## src/rtl/pwr_clk_ctrl.sv

```systemverilog
module pwr_clk_ctrl #(
  parameter int SEL_W = 2
) (
  input  logic             clk,
  input  logic             rst_n,
  input  logic             slow_en,
  input  logic [SEL_W-1:0] slow_sel,
  input  logic             wait_req,
  input  logic             ahalt_req,
  input  logic             halt_req,
  input  logic             irq,
  output logic             cpu_ce,
  output logic             per_ce,
  output logic             osc_run,
  output logic [2:0]       mode
);
  localparam int CNT_W = 1 << SEL_W;

  typedef enum logic [2:0] {
    M_RUN = 3'd0, M_SLOW = 3'd1, M_WAIT = 3'd2,
    M_SWAIT = 3'd3, M_AHALT = 3'd4, M_HALT = 3'd5
  } mode_t;

  mode_t            st, nx;
  logic [CNT_W-1:0] cnt;
  logic [SEL_W-1:0] sel_q;
  logic [CNT_W:0]   period;
  logic [CNT_W-1:0] last;
  logic             in_slow, tick, asleep;

  assign in_slow = (st == M_SLOW) || (st == M_SWAIT);
  assign asleep  = (st == M_WAIT) || (st == M_SWAIT) || (st == M_AHALT) || (st == M_HALT);
  assign period  = (CNT_W+1)'(1) << ({1'b0, sel_q} + 1'b1);
  assign last    = CNT_W'(period - 1'b1);
  assign tick    = in_slow && (cnt == last);

  always_ff @(posedge clk or negedge rst_n) begin
    if (!rst_n) begin
      cnt   <= '0;
      sel_q <= '0;
    end else if (!in_slow) begin
      cnt   <= '0;
      sel_q <= slow_sel;
    end else if (tick) begin
      cnt   <= '0;
      sel_q <= slow_sel;
    end else begin
      cnt   <= cnt + 1'b1;
    end
  end

  always_comb begin
    nx = st;
    unique case (st)
      M_RUN, M_SLOW: begin
        if (halt_req)       nx = M_HALT;
        else if (ahalt_req) nx = M_AHALT;
        else if (wait_req)  nx = (st == M_SLOW) ? M_SWAIT : M_WAIT;
        else                nx = slow_en ? M_SLOW : M_RUN;
      end
      M_WAIT, M_SWAIT, M_AHALT, M_HALT:
        if (irq) nx = slow_en ? M_SLOW : M_RUN;
      default: nx = M_RUN;
    endcase
  end

  always_ff @(posedge clk or negedge rst_n) begin
    if (!rst_n) st <= M_RUN;
    else        st <= nx;
  end

  assign cpu_ce  = (st == M_RUN) || (st == M_SLOW && tick);
  assign per_ce  = (st == M_RUN) || (st == M_WAIT) || tick;
  assign osc_run = (st != M_HALT);
  assign mode    = st;

  p_reset_run_r1: assert property (@(posedge clk)
    $rose(rst_n) |-> (mode == 3'd0 && cpu_ce && per_ce && osc_run));

  p_ce_gap_r3: assert property (@(posedge clk) disable iff (!rst_n)
    (st == M_SLOW && cpu_ce) |=> (st != M_SLOW || !cpu_ce));

  p_slow_wait_entry_r5: assert property (@(posedge clk) disable iff (!rst_n)
    (st == M_SLOW && wait_req && !halt_req && !ahalt_req) |=> (mode == 3'd3 && !cpu_ce));

  p_halt_entry_r7: assert property (@(posedge clk) disable iff (!rst_n)
    ((st == M_RUN || st == M_SLOW) && halt_req) |=> (mode == 3'd5 && !osc_run && !per_ce));

  p_irq_wake_r9: assert property (@(posedge clk) disable iff (!rst_n)
    (asleep && irq) |=> (mode == ($past(slow_en) ? 3'd1 : 3'd0)));

  p_sleep_hold_r8: assert property (@(posedge clk) disable iff (!rst_n)
    (asleep && !irq) |=> $stable(mode));
endmodule

```

## config.mk

```make
export PLATFORM = sky130hd
export DESIGN_NAME = pwr_clk_ctrl
export DESIGN_NICKNAME = d
export VERILOG_FILES = /design/src/rtl/pwr_clk_ctrl.sv
export SDC_FILE = /design/constraint.sdc
export NUM_CORES = 1
export LEC_CHECK = 0
export BUFFER_PORTS_ARGS = -buffer_cell sky130_fd_sc_hd__buf_4
export CORE_MARGIN = 10
export CORE_UTILIZATION = 35
export CTS_BUF_LIST = sky130_fd_sc_hd__clkbuf_16
export CTS_CLUSTER_SIZE = 30
export DETAILED_ROUTE_END_ITERATION = 7
export GPL_TIMING_DRIVEN = 0
export PLACE_DENSITY_LB_ADDON = 0.15
export SYNTH_ARGS = -nofsm -noshare
export SYNTH_HDL_FRONTEND = slang
export SYNTH_SLANG_ARGS = --single-unit
```

## constraint.sdc

```tcl
create_clock -name clk -period 3.1 [get_ports clk]
set_input_delay 0.31 -clock clk [delete_from_list [all_inputs] [get_ports clk]]
set_output_delay 0.31 -clock clk [all_outputs]
set_load 0.02 [all_outputs]
```

==> impl_results.html, run 1 <==
<table>
<tr><th>Metric</th><th>Value</th></tr>
<tr><th colspan="2">Pwr</th></tr>
<tr><td>Power density over the cells</td><td>just over 900 nW/µm²</td></tr>
<tr><td>Share of total power consumed by net switching</td><td>between 30% and 40%</td></tr>
<tr><td>Sw Pwr</td><td>approximately 250 µW</td></tr>
<tr><td>IR Drop Worst-Case VDD</td><td>roughly 0.49 mV</td></tr>
<tr><td>Combinational cell fraction of total power</td><td>between 30% and 40%</td></tr>
<tr><td>Clock network power share</td><td>a little under a third</td></tr>
<tr><td>Internal cell power</td><td>roughly 450 µW</td></tr>
<tr><td>Sequential power share</td><td>30.4%</td></tr>
<tr><td>Static leakage power</td><td>0.371 nW</td></tr>
<tr><th colspan="2">Die</th></tr>
<tr><td>Chip width</td><td>between 50 and 60 µm</td></tr>
<tr><td>Area enclosed by the die boundary</td><td>between 3000 and 4000 µm²</td></tr>
<tr><td>I/O pin total</td><td>15</td></tr>
<tr><td>Vertical die dimension</td><td>slightly below 60 µm</td></tr>
<tr><td>CORE AREA</td><td>1490 µm²</td></tr>
<tr><td>Initial core utilization</td><td>36.2%</td></tr>
<tr><td>Standard-cell rows</td><td>14</td></tr>
<tr><th colspan="2">Critical path</th></tr>
<tr><td>Required time of the worst setup path</td><td>2.79 ns</td></tr>
<tr><td>Worst r2r src</td><td>mode[2]$_DFFE_PN0P_</td></tr>
<tr><td>Top fanout value on the critical path</td><td>6</td></tr>
<tr><td>Kind of critical path</td><td>register to output pin</td></tr>
<tr><td>Type of destination of the critical path</td><td>output pin</td></tr>
<tr><td>Reg2reg setup slack</td><td>between 1.5 and 2 ns</td></tr>
<tr><td>Family of cells with the greatest summed delay on the critical path</td><td>simple AND/OR/NAND/NOR gates</td></tr>
<tr><td>Worst endpoint data arrival time</td><td>between 1.5 and 2 ns</td></tr>
<tr><td>Reg2reg path depth</td><td>5</td></tr>
<tr><td>Critical Path Source Type</td><td>register</td></tr>
<tr><td>Max incr delay on CP</td><td>roughly 0.41 ns</td></tr>
<tr><td>Terminus of the critical flop-to-flop path</td><td>mode[0]$_DFFE_PN0P_</td></tr>
<tr><td>Critical path, cell by cell</td><td>nor3_1 &gt; nor3b_1 &gt; o21ai_2 &gt; a211oi_1 &gt; buf_4</td></tr>
<tr><td>Critical Path Slowest Stage Cell</td><td>sky130_fd_sc_hd__dfrtp_1</td></tr>
<tr><td>CP bufs+invs</td><td>1</td></tr>
<tr><th colspan="2">Cells and area</th></tr>
<tr><td>Count of placed standard cells in the final layout, fillers left out</td><td>between 90 and 100</td></tr>
<tr><td>N_diodes</td><td>0</td></tr>
<tr><td>Commonest non-fill, non-tap cells in the layout</td><td>sky130_fd_sc_hd__buf_4 (14), sky130_fd_sc_hd__dfrtp_1 (9), sky130_fd_sc_hd__inv_1 (6)</td></tr>
<tr><td>Number of nets in the layout</td><td>90</td></tr>
<tr><td>Most common library cell in the layout ignoring fill and taps</td><td>sky130_fd_sc_hd__buf_4</td></tr>
<tr><td>Area Overhead vs Synth</td><td>39.7%</td></tr>
<tr><td>Fraction of layout instances using a drive strength above 1</td><td>between 20% and 30%</td></tr>
<tr><th colspan="2">Placed design</th></tr>
<tr><td>Count of buffers from port buffering</td><td>14</td></tr>
<tr><td>Final Wtd Congestion</td><td>around 0.74</td></tr>
<tr><td>Half-perimeter wire length after placement</td><td>between 1 and 1.5 mm</td></tr>
<tr><td>Inst Count DP</td><td>88</td></tr>
<tr><th colspan="2">Global routing</th></tr>
<tr><td>First-pass GRT wire length</td><td>roughly 2.2 mm</td></tr>
<tr><td>Residual overflow from global routing</td><td>0</td></tr>
<tr><td>Vias in the first global route</td><td>487</td></tr>
<tr><td>Number of antenna violations at the first check in global routing</td><td>0</td></tr>
<tr><td>Tot GR Track Use</td><td>slightly above 8%</td></tr>
<tr><td>Pin count of the biggest net entering global routing</td><td>10</td></tr>
<tr><th colspan="2">Clock network</th></tr>
<tr><td>CTS clock-pin slew for the worst setup and hold paths</td><td>roughly 0.04 ns</td></tr>
<tr><td>H-tree depth</td><td>1</td></tr>
<tr><td>Total CTS buffers</td><td>3</td></tr>
<tr><td>Buffer depth of the longest clock path</td><td>2</td></tr>
<tr><td>Root Buffer Master</td><td>sky130_fd_sc_hd__clkbuf_16</td></tr>
<tr><td>TritonCTS clock tree</td><td>built</td></tr>
<tr><td>TritonCTS sink count</td><td>9</td></tr>
<tr><td>Later-pin clock latency in the skew report</td><td>0.23 ns</td></tr>
<tr><td>Number of gates resized after cts</td><td>0</td></tr>
<tr><th colspan="2">Routing</th></tr>
<tr><td>Final WL</td><td>approximately 1.3 mm</td></tr>
<tr><td>Remaining antenna violation count after routing</td><td>0</td></tr>
<tr><td>Post-route DRC violation count</td><td>0</td></tr>
<tr><td>Post-detailed-route wirelength per cell</td><td>approximately 14 µm</td></tr>
<tr><td>DR vias/cell</td><td>around 5.1</td></tr>
<tr><td>First-iteration detailed-routing DRC count</td><td>6</td></tr>
<tr><td>Detailed Routing Iterations Pass 1</td><td>2</td></tr>
<tr><td>Count of vias placed by the detailed router</td><td>~480</td></tr>
<tr><th colspan="2">Timing</th></tr>
<tr><td>Post-route minimum period</td><td>2.03 ns</td></tr>
<tr><td>Final critical-path share of the clock period</td><td>between 60% and 70%</td></tr>
<tr><td>Unrepaired setup endpoints after global routing</td><td>no</td></tr>
<tr><td>Final hold violations</td><td>0</td></tr>
<tr><td>Slew of the pin with the lowest slew margin</td><td>0.351 ns</td></tr>
<tr><td>Total count of max-transition violations in the final report</td><td>0</td></tr>
<tr><td>Final setup violation count</td><td>0</td></tr>
<tr><td>Setup TNS</td><td>0 ns</td></tr>
<tr><td>Worst slew margin</td><td>roughly 77%</td></tr>
<tr><td>Largest clock skew in the final design</td><td>about 0.0005 ns</td></tr>
<tr><td>FMAX</td><td>493 MHz</td></tr>
<tr><th colspan="2">Synthesis</th></tr>
<tr><td>Mapped Cells</td><td>58</td></tr>
<tr><td>Count of warnings emitted by yosys</td><td>0</td></tr>
<tr><td>Syn nets</td><td>70</td></tr>
<tr><td>Number of storage elements in the synthesis netlist</td><td>9</td></tr>
<tr><td>Post-synthesis average cell area</td><td>9.30 µm²</td></tr>
<tr><td>Cell variety after synth</td><td>25</td></tr>
<tr><td>Area of the mapped netlist</td><td>539 µm²</td></tr>
<tr><td>Part of the Yosys area used for sequential elements</td><td>a little over two fifths</td></tr>
<tr><th colspan="2">Run</th></tr>
<tr><td>Max-capacitance violation count</td><td>0</td></tr>
<tr><th colspan="2">Min path</th></tr>
<tr><td>Cell count of the worst hold path</td><td>3</td></tr>
<tr><td>Hold-critical path endpoint</td><td>sel_q[1]$_DFFE_PN0P_</td></tr>
<tr><td>Worst hold start</td><td>slow_sel[1]</td></tr>
<tr><td>Worst Hold Class</td><td>input port to register</td></tr>
<tr><th colspan="2">Outcome</th></tr>
<tr><td>Outcome</td><td>complete, no violations</td></tr>
</table>
final cells by class:
| cell class | instances | area [µm²] |
|---|---|---|
| fillers | 138 | 736 |
| multi-input cells | 44 | 295 |
| flip-flops and latches | 9 | 225 |
| repair buffers | 15 | 115 |
| clock buffers | 3 | 75.1 |
| well taps | 16 | 20.0 |
| inverters | 5 | 18.8 |
| clock inverters | 1 | 3.75 |
power by group through the flow:
| stage | registers [mW] | logic (mW) | clock network [mW] |
|---|---|---|---|
| after floorplan | 0.217 | 0.156 | 0 |
| after global placement | 0.213 | 0.267 | 0 |
| after detailed placement | 0.215 | 0.270 | 0 |
| after CTS | 0.215 | 0.273 | 0.223 |
| after global routing | 0.225 | 0.294 | 0.230 |
| final | 0.213 | 0.266 | 0.221 |
metrics by stage:
step                      setup slack [ns]  utilization [%]  hold slack (ns)  power (mW)  instance area (µm²)
after floorplan                       1.26                -           0.0144       0.373                  539
after global placement                1.35             44.6            0.141       0.480                  664
after detailed placement              1.31             44.6            0.139       0.485                  664
after CTS                             1.06             50.6            0.346       0.711                  753
after global routing                 0.943             50.6            0.353       0.749                  753
final                                 1.07             50.6            0.346       0.699                  753
sequential cells by signal, summed over array words and instances (netlist names):
register  cells
cnt           4
sel_q         2
mode          3
worst reg2reg max path, cell delays in order (launching register included):
cell and delay (ns):
sky130_fd_sc_hd__dfrtp_1 0.47, sky130_fd_sc_hd__inv_1 0.10, sky130_fd_sc_hd__ha_1 0.30, sky130_fd_sc_hd__nor2b_1 0.27, sky130_fd_sc_hd__nor3b_1 0.09, sky130_fd_sc_hd__a22o_1 0.20
cells by family (layout without fill, tap and decap cells):
| family | Yosys count | after routing | synth area share [%] |
|---|---|---|---|
| flip-flops | 9 | 9 | 41.8 |
| adder cells (fa/ha/maj) | 3 | 3 | 6.96 |
| AO/OA/AOI/OAI | 15 | 15 | 19.5 |
| AND/OR/NAND/NOR | 24 | 24 | 25.1 |
| XOR/XNOR | 2 | 2 | 3.25 |
| buffers and inverters | 5 | 24 | 3.48 |
worst max path at each step:
stage	endpoint	depth (start not counted)	from
finish	cpu_ce	5	cnt[2]$_DFF_PN0_
global route	cpu_ce	5	cnt[2]$_DFF_PN0_
CTS	cpu_ce	5	cnt[2]$_DFF_PN0_
detailed placement	cpu_ce	5	cnt[2]$_DFF_PN0_
global placement	cpu_ce	5	cnt[2]$_DFF_PN0_
floorplan	cpu_ce	4	cnt[2]$_DFF_PN0_
metal layers:
metal,GRT usage [%],vias to the layer above,share of wire [%]
met5,0,-,0
met4,7.87,0,2.1
met3,2.15,2,2.0
met2,12.6,8,51
met1,8.80,215,45
li1,-,250,-
what timing repair did:
| item | in CTS | in global routing |
|---|---|---|
| hold buffers | 1 | 0 |
| endpoints found under the hold margin | 9 | 0 |
| setup buffers | 0 | 0 |
synthesized netlist by cell type:
cell / n / area [µm²]
sky130_fd_sc_hd__a211oi_1: 1 / 7.51
sky130_fd_sc_hd__a21oi_1: 2 / 10.0
sky130_fd_sc_hd__a22o_1: 2 / 17.5
sky130_fd_sc_hd__a31oi_1: 1 / 6.26
sky130_fd_sc_hd__a32o_1: 1 / 10.0
sky130_fd_sc_hd__and2_2: 1 / 7.51
sky130_fd_sc_hd__and2b_2: 1 / 8.76
sky130_fd_sc_hd__and3_1: 3 / 18.8
sky130_fd_sc_hd__dfrtp_1: 9 / 225
sky130_fd_sc_hd__ha_1: 3 / 37.5
sky130_fd_sc_hd__inv_1: 5 / 18.8
sky130_fd_sc_hd__nand2_1: 4 / 15.0
sky130_fd_sc_hd__nand3_1: 2 / 10.0
sky130_fd_sc_hd__nand3b_1: 1 / 7.51
sky130_fd_sc_hd__nand4b_1: 1 / 8.76
sky130_fd_sc_hd__nor2_1: 4 / 15.0
sky130_fd_sc_hd__nor2b_1: 3 / 18.8
sky130_fd_sc_hd__nor3_1: 2 / 10.0
sky130_fd_sc_hd__nor3b_1: 2 / 15.0
sky130_fd_sc_hd__o21ai_0: 4 / 20.0
sky130_fd_sc_hd__o21ai_2: 1 / 8.76
sky130_fd_sc_hd__o21bai_1: 1 / 7.51
sky130_fd_sc_hd__o221ai_1: 2 / 17.5
sky130_fd_sc_hd__xnor2_1: 1 / 8.76
sky130_fd_sc_hd__xor2_1: 1 / 8.76
(Power assumes the default switching activity.)
==> inputs of run 2 (changes only) <==
clock period = 1.7 ns   (was 3.1 ns; I/O delays follow)
==> run 2 against run 1 <==
- the run now ends with negative setup slack left
- register-to-register slack worse by 1.5 ns
- non-clock buffer count up 3
- sequential cell count unchanged
- sequential share of layout area is 1.8 points lower
- hold slack got worse by 0.15 ns
- critical path type unchanged
- critical endpoint unchanged
- largest cell class unchanged
- largest power group unchanged
==> impl_results.html, run 2 (synthesized netlist as in run 1, its figures left out) <==
<table>
<tr><th>Metric</th><th>Value</th></tr>
<tr><th colspan="2">Routing</th></tr>
<tr><td>Post-route DRC violation count</td><td>0</td></tr>
<tr><td>Detailed Routing Iterations Pass 1</td><td>4</td></tr>
<tr><td>Count of vias placed by the detailed router</td><td>528</td></tr>
<tr><td>Remaining antenna violation count after routing</td><td>0</td></tr>
<tr><td>First-iteration detailed-routing DRC count</td><td>7</td></tr>
<tr><td>Post-detailed-route wirelength per cell</td><td>14.2 µm</td></tr>
<tr><td>DR vias/cell</td><td>around 5.5</td></tr>
<tr><td>Final WL</td><td>1.36 mm</td></tr>
<tr><th colspan="2">Cells and area</th></tr>
<tr><td>Post-route design area</td><td>around 800 µm²</td></tr>
<tr><td>Flip-flop and latch area</td><td>around 230 µm²</td></tr>
<tr><td>Most common library cell in the layout ignoring fill and taps</td><td>sky130_fd_sc_hd__buf_4</td></tr>
<tr><td>Number of flip-flops in the largest register</td><td>4</td></tr>
<tr><td>Number of nets in the layout</td><td>93</td></tr>
<tr><td>Area Overhead vs Synth</td><td>49.7%</td></tr>
<tr><td>Fill cell total of the finished layout</td><td>150</td></tr>
<tr><td>Commonest non-fill, non-tap cells in the layout</td><td>sky130_fd_sc_hd__buf_4 (17), sky130_fd_sc_hd__dfrtp_1 (8), sky130_fd_sc_hd__inv_1 (6)</td></tr>
<tr><td>N_diodes</td><td>0</td></tr>
<tr><td>Register with the most flip-flops</td><td>cnt</td></tr>
<tr><td>Area used by multi-input combinational logic</td><td>approximately 330 µm²</td></tr>
<tr><td>Fraction of layout instances using a drive strength above 1</td><td>35.0%</td></tr>
<tr><th colspan="2">Critical path</th></tr>
<tr><td>Family of cells with the greatest summed delay on the critical path</td><td>simple AND/OR/NAND/NOR gates</td></tr>
<tr><td>Type of destination of the critical path</td><td>output pin</td></tr>
<tr><td>Top fanout value on the critical path</td><td>3</td></tr>
<tr><td>Required time of the worst setup path</td><td>1.53 ns</td></tr>
<tr><td>Kind of critical path</td><td>register to output pin</td></tr>
<tr><td>Crit path depth</td><td>5</td></tr>
<tr><td>CP bufs+invs</td><td>1</td></tr>
<tr><td>Reg2reg path depth</td><td>5</td></tr>
<tr><td>Reg2reg setup slack</td><td>about 0.10 ns</td></tr>
<tr><td>Critical Path Slowest Stage Cell</td><td>sky130_fd_sc_hd__dfrtp_1</td></tr>
<tr><td>Worst endpoint data arrival time</td><td>between 1.5 and 2 ns</td></tr>
<tr><td>Terminus of the critical flop-to-flop path</td><td>mode[0]$_DFFE_PN0P_</td></tr>
<tr><td>Critical path, cell by cell</td><td>nor3_2 &gt; nor3b_4 &gt; o21ai_4 &gt; a211oi_2 &gt; buf_4</td></tr>
<tr><td>Max incr delay on CP</td><td>0.39 ns</td></tr>
<tr><td>Worst r2r src</td><td>mode[2]$_DFFE_PN0P_</td></tr>
<tr><td>Critical Path Source Type</td><td>register</td></tr>
<tr><th colspan="2">Clock network</th></tr>
<tr><td>Later-pin clock latency in the skew report</td><td>0.23 ns</td></tr>
<tr><td>TritonCTS sink count</td><td>9</td></tr>
<tr><td>Total CTS buffers</td><td>3</td></tr>
<tr><td>H-tree depth</td><td>1</td></tr>
<tr><td>Buffer depth of the longest clock path</td><td>2</td></tr>
<tr><td>Root Buffer Master</td><td>sky130_fd_sc_hd__clkbuf_16</td></tr>
<tr><td>CTS clock-pin slew for the worst setup and hold paths</td><td>0.04 ns</td></tr>
<tr><td>TritonCTS clock tree</td><td>built</td></tr>
<tr><th colspan="2">Global routing</th></tr>
<tr><td>Tot GR Track Use</td><td>a little under a tenth</td></tr>
<tr><td>Number of antenna violations at the first check in global routing</td><td>0</td></tr>
<tr><td>Vias in the first global route</td><td>~560</td></tr>
<tr><td>First-pass GRT wire length</td><td>about 2.4 mm</td></tr>
<tr><td>Residual overflow from global routing</td><td>0</td></tr>
<tr><td>Pin count of the biggest net entering global routing</td><td>10</td></tr>
<tr><th colspan="2">Timing</th></tr>
<tr><td>Final critical-path share of the clock period</td><td>103%</td></tr>
<tr><td>FMAX</td><td>around 570 MHz</td></tr>
<tr><td>Final hold violations</td><td>0</td></tr>
<tr><td>Largest clock skew in the final design</td><td>0.00177 ns</td></tr>
<tr><td>Worst slew margin</td><td>around three quarters</td></tr>
<tr><td>Post-route minimum period</td><td>about 1.7 ns</td></tr>
<tr><td>Min Hold Slack</td><td>~0.20 ns</td></tr>
<tr><td>Slew of the pin with the lowest slew margin</td><td>0.351 ns</td></tr>
<tr><td>Final setup violation count</td><td>2</td></tr>
<tr><td>Setup TNS</td><td>-0.0506 ns</td></tr>
<tr><td>Total count of max-transition violations in the final report</td><td>0</td></tr>
<tr><td>Post-route setup slack</td><td>-0.0452 ns</td></tr>
<tr><td>Unrepaired setup endpoints after global routing</td><td>yes</td></tr>
<tr><th colspan="2">Die</th></tr>
<tr><td>CORE AREA</td><td>between 1000 and 1500 µm²</td></tr>
<tr><td>I/O pin total</td><td>15</td></tr>
<tr><td>Area enclosed by the die boundary</td><td>3510 µm²</td></tr>
<tr><td>Initial core utilization</td><td>a little over a third</td></tr>
<tr><td>Chip width</td><td>between 50 and 60 µm</td></tr>
<tr><td>Vertical die dimension</td><td>a little under 60 µm</td></tr>
<tr><td>Standard-cell rows</td><td>14</td></tr>
<tr><th colspan="2">Min path</th></tr>
<tr><td>Worst Hold Class</td><td>input port to register</td></tr>
<tr><td>Hold-critical path endpoint</td><td>sel_q[1]$_DFFE_PN0P_</td></tr>
<tr><td>Cell count of the worst hold path</td><td>3</td></tr>
<tr><td>Worst hold start</td><td>slow_sel[1]</td></tr>
<tr><th colspan="2">Outcome</th></tr>
<tr><td>Violated checks</td><td>negative setup slack</td></tr>
<tr><td>Outcome</td><td>complete, but fails checks</td></tr>
<tr><th colspan="2">Pwr</th></tr>
<tr><td>Static leakage power</td><td>between 0.3 and 0.4 nW</td></tr>
<tr><td>Overall power</td><td>approximately 1.4 mW</td></tr>
<tr><td>Power density over the cells</td><td>around 1700 nW/µm²</td></tr>
<tr><td>IR Drop Worst-Case VDD</td><td>between 0.8 and 0.9 mV</td></tr>
<tr><th colspan="2">Placed design</th></tr>
<tr><td>Area post-placement</td><td>669 µm²</td></tr>
<tr><td>Count of buffers from port buffering</td><td>14</td></tr>
<tr><td>Final Wtd Congestion</td><td>0.748</td></tr>
<tr><td>Half-perimeter wire length after placement</td><td>around 1.0 mm</td></tr>
<tr><th colspan="2">Run</th></tr>
<tr><td>Max-capacitance violation count</td><td>0</td></tr>
</table>
run 2: what timing repair did:
action / in CTS / in global routing
buffers inserted: 3 / 0
cloned: 0 / 0
pin swaps: 3 / 1
resized for setup: 6 / 0
endpoints found under the setup margin: 2 / 2
hold buffers: 1 / 0
hold endpoints to repair: 9 / 0
run 2: power breakdown:
group          internal [mW]  switching, mW  total, mW
clock                  0.307          0.102      0.409
sequential             0.283          0.120      0.402
combinational          0.276          0.277      0.553
run 2: how the worst max path moves through the flow:
stage / startpoint / end / slack, ns
after detailed placement: mode[2]$_DFFE_PN0P_ / mode[0]$_DFFE_PN0P_ / 0.09
after global placement: mode[2]$_DFFE_PN0P_ / mode[0]$_DFFE_PN0P_ / 0.11
after global routing: sel_q[1]$_DFFE_PN0P_ / cpu_ce / -0.17
after CTS: cnt[3]$_DFF_PN0_ / cpu_ce / -0.04
final: sel_q[1]$_DFFE_PN0P_ / cpu_ce / -0.05
after floorplan: mode[2]$_DFFE_PN0P_ / mode[0]$_DFFE_PN0P_ / 0.16
run 2: layout make-up:
type	count	share of cell area [%]
Timing Repair Buffer	18	17.1
Clock inverter	1	0.465
Inverter	5	2.33
Multi-Input combinational cell	44	40.3
Tap cell	16	2.48
Clock buffer	3	9.30
Sequential cell	9	28.1
run 2: through the flow:
step | worst slack (ns) | std cells | util, %
global route | -0.171 | 96 | 54.2
finish | -0.0452 | 96 | 54.2
floorplan | 0.161 | 58 | -
global placement | 0.109 | 88 | 45.0
CTS | -0.0437 | 96 | 54.2
detailed placement | 0.0947 | 88 | 45.0
run 2: worst min-delay path: stages:
cell	delay, ns
sky130_fd_sc_hd__buf_4	0.08
sky130_fd_sc_hd__o21ai_0	0.07
sky130_fd_sc_hd__o221ai_1	0.07
run 2: per-layer routing:
layer  share of wire [%]  wire [µm]  GRT usage [%]
met5                   0          0              0
met4                 3.9         53           7.87
met3                 2.7         37           1.72
met2                  52        714           15.9
met1                  41        558           8.67
==> inputs of run 3 (changes only) <==
ABC_AREA = 1   (was default)
CORE_MARGIN = default   (was 10)
SKIP_LAST_GASP = 1   (was default)
==> run 3 against run 2 <==
- die area decreased by 50%
- sequential cell count unchanged
- sequential power increased by 3%
- first-iteration DRC count grew 14%
- register-to-register slack better by 0.11 ns
- critical path type unchanged
- power is 6.3% higher
- the run now ends clean
- clock power down 1%
- critical path depth is 2 higher
- cell area is 2.9% lower
- hold slack worse by 0.061 ns
- non-clock buffer count down 3
- global-route usage is 6.1 points higher
==> impl_results.html, run 3 <==
<table>
<tr><th>Metric</th><th>Value</th></tr>
<tr><th colspan="2">Cells and area</th></tr>
<tr><td>Most common library cell in the layout ignoring fill and taps</td><td>sky130_fd_sc_hd__nand2_1</td></tr>
<tr><td>Flip-flop and latch area</td><td>roughly 230 µm²</td></tr>
<tr><td>Fraction of layout instances using a drive strength above 1</td><td>roughly 27%</td></tr>
<tr><td>Area used by multi-input combinational logic</td><td>roughly 300 µm²</td></tr>
<tr><td>Commonest non-fill, non-tap cells in the layout</td><td>sky130_fd_sc_hd__nand2_1 (18), sky130_fd_sc_hd__buf_4 (14), sky130_fd_sc_hd__inv_1 (11), sky130_fd_sc_hd__nor2_1 (9)</td></tr>
<tr><td>Number of flip-flops in the largest register</td><td>4</td></tr>
<tr><td>Count of placed standard cells in the final layout, fillers left out</td><td>approximately 110</td></tr>
<tr><td>Number of nets in the layout</td><td>around 100</td></tr>
<tr><td>Register with the most flip-flops</td><td>cnt</td></tr>
<tr><td>Fill cell total of the finished layout</td><td>between 100 and 150</td></tr>
<tr><td>N_diodes</td><td>0</td></tr>
<tr><td>Post-route design area</td><td>about 780 µm²</td></tr>
<tr><td>Area Overhead vs Synth</td><td>40.0%</td></tr>
<tr><td>Core occupancy in the finished layout</td><td>about half</td></tr>
<tr><th colspan="2">Synthesis</th></tr>
<tr><td>Most numerous cell in the Yosys netlist</td><td>sky130_fd_sc_hd__nand2_1</td></tr>
<tr><td>Count of warnings emitted by yosys</td><td>0</td></tr>
<tr><td>Most used flip-flop cell after synthesis</td><td>sky130_fd_sc_hd__dfrtp_1</td></tr>
<tr><td>Cell variety after synth</td><td>17</td></tr>
<tr><td>Area of the mapped netlist</td><td>roughly 560 µm²</td></tr>
<tr><td>Number of storage elements in the synthesis netlist</td><td>9</td></tr>
<tr><td>Share of synthesized registers carrying an async set or reset</td><td>between 90% and 100%</td></tr>
<tr><td>Syn nets</td><td>84</td></tr>
<tr><td>Largest area contributor in the netlist</td><td>sky130_fd_sc_hd__dfrtp_1</td></tr>
<tr><td>Post-synthesis average cell area</td><td>~7.8 µm²</td></tr>
<tr><td>Top cells by count, synth</td><td>sky130_fd_sc_hd__nand2_1 (18), sky130_fd_sc_hd__inv_1 (10), sky130_fd_sc_hd__nor2_1 (10), sky130_fd_sc_hd__dfrtp_1 (9), sky130_fd_sc_hd__nand3_1 (7)</td></tr>
<tr><td>Mapped Cells</td><td>72</td></tr>
<tr><td>Count of flip-flops with a built-in enable after synthesis</td><td>0</td></tr>
<tr><td>Biggest area contributors in the synthesized netlist</td><td>sky130_fd_sc_hd__dfrtp_1 (40%), sky130_fd_sc_hd__nand2_1 (12%), sky130_fd_sc_hd__ha_1 (6.7%)</td></tr>
<tr><td>Part of the Yosys area used for sequential elements</td><td>around 40%</td></tr>
<tr><td>Share of the synthesized area in the top cell type</td><td>40.3%</td></tr>
<tr><th colspan="2">Critical path</th></tr>
<tr><td>Type of destination of the critical path</td><td>output pin</td></tr>
<tr><td>Top fanout value on the critical path</td><td>5</td></tr>
<tr><td>Worst endpoint data arrival time</td><td>between 1 and 1.5 ns</td></tr>
<tr><td>Kind of critical path</td><td>register to output pin</td></tr>
<tr><td>Worst Setup SP</td><td>sel_q[1]$_DFFE_PN0P_</td></tr>
<tr><td>Required time of the worst setup path</td><td>approximately 1.5 ns</td></tr>
<tr><td>Critical Path Source Type</td><td>register</td></tr>
<tr><td>Worst r2r src</td><td>mode[2]$_DFFE_PN0P_</td></tr>
<tr><th colspan="2">Timing</th></tr>
<tr><td>Worst slew margin</td><td>84.2%</td></tr>
<tr><td>Total count of max-transition violations in the final report</td><td>0</td></tr>
<tr><td>Final hold violations</td><td>0</td></tr>
<tr><td>Slew of the pin with the lowest slew margin</td><td>between 0.2 and 0.25 ns</td></tr>
<tr><td>FMAX</td><td>609 MHz</td></tr>
<tr><td>Min Hold Slack</td><td>roughly 0.13 ns</td></tr>
<tr><td>Final setup violation count</td><td>0</td></tr>
<tr><td>Unrepaired setup endpoints after global routing</td><td>yes</td></tr>
<tr><td>Post-route minimum period</td><td>around 1.6 ns</td></tr>
<tr><td>Largest clock skew in the final design</td><td>roughly 0.0045 ns</td></tr>
<tr><td>Final critical-path share of the clock period</td><td>a little over nine tenths</td></tr>
<tr><th colspan="2">Run</th></tr>
<tr><td>Max-capacitance violation count</td><td>0</td></tr>
<tr><th colspan="2">Die</th></tr>
<tr><td>CORE AREA</td><td>around 1500 µm²</td></tr>
<tr><td>I/O pin total</td><td>15</td></tr>
<tr><td>Area enclosed by the die boundary</td><td>about 1800 µm²</td></tr>
<tr><td>Chip width</td><td>approximately 42 µm</td></tr>
<tr><td>Vertical die dimension</td><td>42.0 µm</td></tr>
<tr><td>Initial core utilization</td><td>between 30% and 40%</td></tr>
<tr><td>Standard-cell rows</td><td>14</td></tr>
<tr><th colspan="2">Clock network</th></tr>
<tr><td>Count of buffers added by post-CTS timing repair for setup</td><td>0</td></tr>
<tr><td>Buffer depth of the longest clock path</td><td>2</td></tr>
<tr><td>H-tree depth</td><td>1</td></tr>
<tr><td>CTS clock-pin slew for the worst setup and hold paths</td><td>0.04 ns</td></tr>
<tr><td>TritonCTS sink count</td><td>9</td></tr>
<tr><td>Total CTS buffers</td><td>3</td></tr>
<tr><td>TritonCTS clock tree</td><td>built</td></tr>
<tr><td>Later-pin clock latency in the skew report</td><td>between 0.2 and 0.25 ns</td></tr>
<tr><td>Root Buffer Master</td><td>sky130_fd_sc_hd__clkbuf_16</td></tr>
<tr><th colspan="2">Routing</th></tr>
<tr><td>Count of vias placed by the detailed router</td><td>~520</td></tr>
<tr><td>Final WL</td><td>1.15 mm</td></tr>
<tr><td>Post-route DRC violation count</td><td>0</td></tr>
<tr><td>Detailed Routing Iterations Pass 1</td><td>4</td></tr>
<tr><td>Post-detailed-route wirelength per cell</td><td>10.8 µm</td></tr>
<tr><td>First-iteration detailed-routing DRC count</td><td>8</td></tr>
<tr><td>Remaining antenna violation count after routing</td><td>0</td></tr>
<tr><td>DR vias/cell</td><td>a little under 5</td></tr>
<tr><th colspan="2">Placed design</th></tr>
<tr><td>Inst Count DP</td><td>roughly 100</td></tr>
<tr><td>Half-perimeter wire length after placement</td><td>between 800 and 900 µm</td></tr>
<tr><td>Final Wtd Congestion</td><td>0.715</td></tr>
<tr><td>Count of buffers from port buffering</td><td>14</td></tr>
<tr><td>Area post-placement</td><td>684 µm²</td></tr>
<tr><th colspan="2">Global routing</th></tr>
<tr><td>Residual overflow from global routing</td><td>0</td></tr>
<tr><td>Vias in the first global route</td><td>around 470</td></tr>
<tr><td>Pin count of the biggest net entering global routing</td><td>10</td></tr>
<tr><td>First-pass GRT wire length</td><td>between 1.5 and 2 mm</td></tr>
<tr><td>Number of antenna violations at the first check in global routing</td><td>0</td></tr>
<tr><td>Tot GR Track Use</td><td>between 10% and 20%</td></tr>
<tr><th colspan="2">Pwr</th></tr>
<tr><td>Static leakage power</td><td>about 0.4 nW</td></tr>
<tr><td>Power density over the cells</td><td>about 1900 nW/µm²</td></tr>
<tr><td>IR Drop Worst-Case VDD</td><td>between 0.8 and 0.9 mV</td></tr>
<tr><th colspan="2">Outcome</th></tr>
<tr><td>Outcome</td><td>complete, no violations</td></tr>
<tr><th colspan="2">Min path</th></tr>
<tr><td>Worst hold start</td><td>slow_sel[1]</td></tr>
<tr><td>Worst Hold Class</td><td>input port to register</td></tr>
</table>
## run 3: cell types whose count changed in the layout (fill, tap and decap cells not counted), moves of 3 or more
cell                      previous run  this run
sky130_fd_sc_hd__and3_1              3         0
sky130_fd_sc_hd__buf_4              17        14
sky130_fd_sc_hd__inv_1               6        11
sky130_fd_sc_hd__nand2_1             4        18
sky130_fd_sc_hd__nand3_1             2         7
sky130_fd_sc_hd__nor2_1              4         9
sky130_fd_sc_hd__nor2b_1             3         0
sky130_fd_sc_hd__o21ai_0             4         1
## run 3: final timing paths
check                                            end  slack (ns)  depth (start not counted)
worst max-delay path                          per_ce        0.06                          7
worst min-delay path            sel_q[1]$_DFFE_PN0P_        0.13                          3
worst max register to register   mode[1]$_DFFE_PN0P_        0.21                          7
worst min register to register      cnt[0]$_DFF_PN0_        0.56                          1
max in group asynchronous       sel_q[0]$_DFFE_PN0P_        1.25                          2
min in group asynchronous           cnt[3]$_DFF_PN0_        0.30                          2
## run 3: cell type report
cell class                      count  area share (%)
Clock buffer                        3            9.58
Sequential cell                     9            29.1
Inverter                           10            4.79
Tap cell                           16            2.56
Multi-Input combinational cell     53            38.8
Timing Repair Buffer               15            14.7
Clock inverter                      1           0.479
## run 3: critical path, cell delays in order, from the launching register on
cell and delay [ns]:
sky130_fd_sc_hd__dfrtp_2 0.43, sky130_fd_sc_hd__nand2_1 0.07, sky130_fd_sc_hd__nand2_1 0.06, sky130_fd_sc_hd__nand2_1 0.07, sky130_fd_sc_hd__nor2_2 0.14, sky130_fd_sc_hd__nand3_2 0.14, sky130_fd_sc_hd__a21oi_1 0.18, sky130_fd_sc_hd__buf_4 0.16
## run 3: cells by family after synthesis
logic type	after synthesis	share of synthesized area (%)
simple gates	42	34.2
buf+inv	10	6.71
flops	9	40.3
xor+xnor	5	9.17
compound gates	3	2.91
fa+ha+maj	3	6.71
## run 3: what timing repair did
| item | 4_1_cts | 5_1_grt |
|---|---|---|
| endpoints found under the setup margin | 1 | 2 |
| hold buffers | 1 | 0 |
| gates resized for setup | 2 | 2 |
| endpoints found under the hold margin | 9 | 0 |
| gates cloned | 0 | 0 |
## run 3: where the power goes
part,switching [mW],leakage (nW),internal (mW)
combinational,0.366,0.252,0.268
clock,0.0959,0.0423,0.307
sequential,0.124,0.114,0.290
total,0.586,0.409,0.864
## run 3: per-stage QoR
stage | power, mW | setup TNS (ns) | setup slack, ns
6_report | 1.45 | 0 | 0.0571
5_1_grt | 1.57 | -0.0491 | -0.0491
4_1_cts | 1.46 | 0 | 0.0284
3_5_place_dp | 1.02 | 0 | 0.223
3_3_place_gp | 1.01 | 0 | 0.226
2_1_floorplan | 0.815 | 0 | 0.282
## run 3: metal layers
| layer | vias up | track usage, % | part of all wire [%] |
|---|---|---|---|
| met5 | - | 0 | 0 |
| met4 | 0 | 7.74 | 1.1 |
| met3 | 2 | 3.88 | 3.1 |
| met2 | 11 | 26.3 | 50 |
| met1 | 238 | 16.9 | 45 |
| li1 | 264 | - | - |
